### config.mk
export PLATFORM = sky130hd
export DESIGN_NAME = pwm_gen_top
export DESIGN_NICKNAME = d
export VERILOG_FILES = /design/src/rtl/pwm_gen_pkg.sv /design/src/rtl/pwm_regs.sv /design/src/rtl/pwm_cmp.sv /design/src/rtl/pwm_core.sv /design/src/rtl/pwm_gen_top.sv
export SDC_FILE = /design/constraint.sdc
export NUM_CORES = 1
export LEC_CHECK = 0
export ABC_CLOCK_PERIOD_IN_PS = 4200
export BUFFER_PORTS_ARGS = -buffer_cell sky130_fd_sc_hd__buf_2
export CAP_MARGIN = 20
export CORE_ASPECT_RATIO = 1.25
export CORE_MARGIN = 4
export CORE_UTILIZATION = 55
export CTS_CLUSTER_SIZE = 28
export DETAILED_ROUTE_END_ITERATION = 16
export PLACE_DENSITY = 0.77
export SLEW_MARGIN = 30
export SYNTH_ARGS = -nofsm -noshare
export SYNTH_HDL_FRONTEND = slang
export SYNTH_HIERARCHICAL = 1
export SYNTH_SLANG_ARGS = --single-unit
### constraint.sdc
create_clock -name clk -period 4.2 [get_ports clk]
set_clock_uncertainty 0.15 [all_clocks]
set_input_delay 0.42 -clock clk [delete_from_list [all_inputs] [get_ports clk]]
set_output_delay 0.42 -clock clk [all_outputs]
set_load 0.01 [all_outputs]
### src/rtl/pwm_gen_pkg.sv
package pwm_gen_pkg;
  // Register offsets; the slave port decodes these values.
  typedef enum logic [1:0] {
    OFS_PERIOD = 2'd0,
    OFS_DUTY   = 2'd1,
    OFS_RUN    = 2'd2,
    OFS_SPARE  = 2'd3
  } pwm_ofs_e;

  localparam int ADDR_W = 2;
endpackage

### src/rtl/pwm_regs.sv
module pwm_regs
  import pwm_gen_pkg::*;
#(
  parameter int DATA_W = 32,
  parameter int FLOOR  = 3
) (
  input  logic              clk,
  input  logic              rst_n,
  input  logic [ADDR_W-1:0] addr,
  input  logic              wr,
  input  logic              rd,
  input  logic [DATA_W-1:0] wdata,
  output logic [DATA_W-1:0] rdata,
  output logic [DATA_W-1:0] period_q,
  output logic [DATA_W-1:0] duty_q,
  output logic              run_q
);
  localparam logic [DATA_W-1:0] FLOOR_V = DATA_W'(FLOOR);
  localparam logic [DATA_W-1:0] ONE_V   = DATA_W'(1);

  // Low-time floor: values under the threshold become threshold plus one.
  function automatic logic [DATA_W-1:0] floor_duty(input logic [DATA_W-1:0] v);
    return (v < FLOOR_V) ? (FLOOR_V + ONE_V) : v;
  endfunction

  pwm_ofs_e ofs;
  assign ofs = pwm_ofs_e'(addr);

  logic [DATA_W-1:0] rd_mux;

  always_comb begin
    unique case (ofs)
      OFS_PERIOD: rd_mux = period_q;
      OFS_DUTY:   rd_mux = duty_q;
      OFS_RUN:    rd_mux = {{(DATA_W-1){1'b0}}, run_q};
      default:    rd_mux = '0;
    endcase
  end

  always_ff @(posedge clk or negedge rst_n) begin
    if (!rst_n) begin
      period_q <= '0;
      duty_q   <= FLOOR_V + ONE_V;
      run_q    <= 1'b0;
    end else if (wr) begin
      unique case (ofs)
        OFS_PERIOD: period_q <= wdata;
        OFS_DUTY:   duty_q   <= floor_duty(wdata);
        OFS_RUN:    run_q    <= wdata[0];
        default:    ;
      endcase
    end
  end

  always_ff @(posedge clk or negedge rst_n) begin
    if (!rst_n) rdata <= '0;
    else        rdata <= rd ? rd_mux : '0;
  end
endmodule

### src/rtl/pwm_cmp.sv
module pwm_cmp #(
  parameter int DATA_W = 32
) (
  input  logic              active,
  input  logic [DATA_W-1:0] count,
  input  logic [DATA_W-1:0] low_max,
  output logic              level
);
  // Low while count <= low_max; idle level is high.
  assign level = active ? (count > low_max) : 1'b1;
endmodule

### src/rtl/pwm_core.sv
module pwm_core #(
  parameter int DATA_W = 32
) (
  input  logic              clk,
  input  logic              rst_n,
  input  logic              run_req,
  input  logic [DATA_W-1:0] period_in,
  input  logic [DATA_W-1:0] duty_in,
  output logic              pwm_level,
  output logic              running,
  output logic [DATA_W-1:0] count,
  output logic              wrap_ev,
  output logic              start_ev,
  output logic [DATA_W-1:0] period_act,
  output logic [DATA_W-1:0] duty_act
);
  localparam logic [DATA_W-1:0] ONE_V = DATA_W'(1);

  // Last count value of a cycle; period 0 acts as period 1.
  function automatic logic [DATA_W-1:0] last_tick(input logic [DATA_W-1:0] p);
    return (p == '0) ? '0 : (p - ONE_V);
  endfunction

  assign start_ev = run_req && !running;
  assign wrap_ev  = run_req && running && (count >= last_tick(period_act));

  always_ff @(posedge clk or negedge rst_n) begin
    if (!rst_n) begin
      running    <= 1'b0;
      count      <= '0;
      period_act <= '0;
      duty_act   <= '0;
    end else begin
      running <= run_req;
      if (!run_req) begin
        count <= '0;
      end else if (start_ev || wrap_ev) begin
        count      <= '0;
        period_act <= period_in;
        duty_act   <= duty_in;
      end else begin
        count <= count + ONE_V;
      end
    end
  end

  pwm_cmp #(.DATA_W(DATA_W)) u_cmp (
    .active  (running),
    .count   (count),
    .low_max (duty_act),
    .level   (pwm_level)
  );
endmodule

### src/rtl/pwm_gen_top.sv
module pwm_gen_top
  import pwm_gen_pkg::*;
#(
  parameter int DATA_W = 32,
  parameter int FLOOR  = 3
) (
  input  logic              clk,
  input  logic              rst_n,
  input  logic [1:0]        address,
  input  logic              write,
  input  logic [DATA_W-1:0] writedata,
  input  logic              read,
  output logic [DATA_W-1:0] readdata,
  output logic              pwm_out
);
  logic [DATA_W-1:0] period_q, duty_q;
  logic              run_q;
  logic              running_w, wrap_w, start_w;
  logic [DATA_W-1:0] count_w, period_act_w, duty_act_w;

  pwm_regs #(.DATA_W(DATA_W), .FLOOR(FLOOR)) u_regs (
    .clk      (clk),
    .rst_n    (rst_n),
    .addr     (address),
    .wr       (write),
    .rd       (read),
    .wdata    (writedata),
    .rdata    (readdata),
    .period_q (period_q),
    .duty_q   (duty_q),
    .run_q    (run_q)
  );

  pwm_core #(.DATA_W(DATA_W)) u_core (
    .clk        (clk),
    .rst_n      (rst_n),
    .run_req    (run_q),
    .period_in  (period_q),
    .duty_in    (duty_q),
    .pwm_level  (pwm_out),
    .running    (running_w),
    .count      (count_w),
    .wrap_ev    (wrap_w),
    .start_ev   (start_w),
    .period_act (period_act_w),
    .duty_act   (duty_act_w)
  );
endmodule

==> results.md <==
* Slew HR at 44.5%
* Cell Area, Synth at around 10000 sq um
* Worst hold path class: in -> reg
* Die width at ~130 microns
* Vias at 7182
* H-tree levels at 4
* GP Congestion at just over 0.9
* Lkg Pwr at 5.81 nW
* WP data arrival at 4720 ps
* Post-DRT Antenna Nets at 0
* Full die area at between 20000 and 25000 sq um
* Starting Density at ~56%
* Int Pwr at 4.27 mW
* Reg2reg end: u_core/period_act[7]
* Root Buffer: clkbuf_16
* Pin count of the biggest net entering global routing at 100
* Total power at roughly 6.5 mW
* R2r startpoint: u_core/period_act[15]
* PortBufs at 70
* I/O Pins at 71
* Status: finished with violations
* Clock sinks at 194
* Grt total ovfl at 0
* Core area at around 18000 sq um
* Clock period minus final worst setup slack at 4550 ps
* DR vias/cell at about 5.8
* Switching fraction of total power at between 30% and 40%
* Nets at around 1.1k
* Clock-pin slew on the worst setup and hold paths at about 80 ps
* Clock Latency Late Sink at about 440 ps
* Clk pwr share at between 20% and 30%
* HP Start: read
* Number of global-route vias before repair at about 7.3k
* Synthesized area per cell at about 11 sq um
* FP Rows at 55
* Failing checks: negative setup slack
* Final setup fails at between 90 and 100
* Worst Tran Pin Value at about 830 ps
* Hold depth at 2
* Share of cells above drive strength 1 at approximately 30%
* Drt total wl at between 20 and 25 mm
* DRC errors left at 0
* DR WL/cell at between 15 and 20 microns
* Hold slack final at between 60 and 70 ps
* First-pass GRT wire length at around 38 mm
* Highest Clock Rate at 220 MHz
* Global-route usage over all layers at about a quarter
* Layout area overhead at 18.8%
* CP Data Required Time at roughly 4400 ps
* Gate count of the mapped netlist at a little under 900
* Dpl hpwl at between 15 and 20 mm
* PD cells at 542 nW/um^2
* Die height at about 160 microns
* Crit Path Category: reg -> reg
* DR iter-0 viols at just over 500
* Switching power at around 2.2 mW
* Fillers at 1317
* R2r worst-path depth at 16
* Synthesized Nets at between 900 and 1k
* CTS tree: yes
* WHS Endpoint: u_regs/rdata[0]
* Hold Vio Cnt, Final at 0
* Logic gate share of total power at about 33%
* Max_cap viols at 0
* Num CTS Buffers at 17
* Drt pass-1 iters at 5
* RSZ-0062 raised after global routing: true
* Max Root-Sink Buffers at 2
* Endpoint type of the worst setup path: flip-flop
* Final worst setup slack at -351 ps
* Initial antenna violation count at 0
* Period utilization at 108%
* CP startpoint kind: flip-flop
* Peak VDD IR at 0.355 mV
* Worst reg2reg setup slack at -350 ps
* Flop pwr share at between 40% and 50%
* Max Slew Vio Count at 0
* Diode count at 0
* Final core utilization at between 60% and 70%
* Synth warnings at 6
* Worst-path maximum fanout at 6
==> what timing repair did <==
action                                  in CTS  in global routing
endpoints found under the setup margin      96                 96
cloned                                       0                  3
pin swaps                                    0                 11
hold buffers                                 1                  0
hold endpoints to repair                    95                  0
gates resized for setup                     37                 33
setup buffers                                1                  3
==> power groups by stage <==
stage	logic, mW	registers [mW]	clock network [mW]
2_1_floorplan	1.20	2.64	0
3_3_place_gp	1.70	2.72	0
3_5_place_dp	1.78	2.74	0
4_1_cts	1.97	2.72	1.61
5_1_grt	2.34	2.81	1.69
6_report	2.14	2.75	1.59
==> worst max path at each step <==
stage | startpoint | endpoint | cells past startpoint
4_1_cts | u_core/period_act[7] | u_core/period_act[6] | 16
5_1_grt | u_core/period_act[7] | u_core/period_act[18] | 15
2_1_floorplan | u_core/period_act[7] | u_core/duty_act[11] | 15
3_5_place_dp | u_core/period_act[7] | u_core/period_act[21] | 16
3_3_place_gp | u_core/period_act[7] | u_core/duty_act[25] | 16
6_report | u_core/period_act[15] | u_core/period_act[7] | 16
==> registers in the layout, indices dropped and copies added (netlist names) <==
signal	cells
u_core/count	32
u_core/duty_act	32
u_core/period_act	32
u_core/running	1
u_regs/duty_q	32
u_regs/period_q	32
u_regs/rdata	32
u_regs/run_q	1
==> placed cells by master, fill, tap and decap left out, drive strengths merged, types with 4 or more instances in the layout <==
| cell type | instances |
|---|---|
| a21oi | 26 |
| and3 | 4 |
| buf | 120 |
| clkbuf | 21 |
| clkinv | 8 |
| dfrtp | 193 |
| ha | 67 |
| inv | 50 |
| mux2 | 125 |
| mux2i | 32 |
| nand2 | 63 |
| nand2b | 4 |
| nand3 | 24 |
| nand3b | 6 |
| nand4 | 25 |
| nor2 | 91 |
| nor3 | 14 |
| nor4 | 16 |
| o21ai | 14 |
| xnor2 | 27 |
| xor2 | 26 |
==> area by class of cell <==
type | instances | area, sq um | area share (%)
multi-input combinational | 612 | 5150 | 43.0
tap | 228 | 285 | 2.38
clock buffer | 17 | 425 | 3.55
clock inverter | 14 | 158 | 1.32
timing repair buffer | 125 | 933 | 7.80
inverter | 44 | 165 | 1.38
sequential | 194 | 4860 | 40.6
==> worst max-delay path, stage by stage (launching register included) <==
cell and delay (ps):
dfrtp_1 380, or4_4 540, or4b_4 540, nor2_4 110
nand4_1 150, buf_4 190, nor3b_2 140, a21oi_1 130
ha_1 270, a21oi_1 140, nand2_1 80, a221oi_2 290
nand3_2 140, o41ai_4 470, buf_6 210, buf_4 150
mux2_1 340
==> routing by layer <==
metal / global-route usage (%) / up-vias / part of all wire, %
met1: 32.2 / 3630 / 44
li1: - / 3328 / -
met2: 37.4 / 173 / 50
met3: 3.56 / 51 / 3.4
met5: 0 / - / 0
met4: 8.50 / 0 / 2.9
==> metrics by stage <==
stage | setup WS [ps] | instances | setup TNS (ps) | instance area, sq um
6_report | -351 | 1234 | -21100 | 12000
5_1_grt | -528 | 1234 | -37700 | 12000
4_1_cts | -325 | 1229 | -19570 | 11700
3_5_place_dp | -318 | 1196 | -19750 | 11000
3_3_place_gp | -228 | 1196 | -14070 | 11000
2_1_floorplan | -260 | 877 | -15930 | 10200
(Power assumes the default switching activity.)
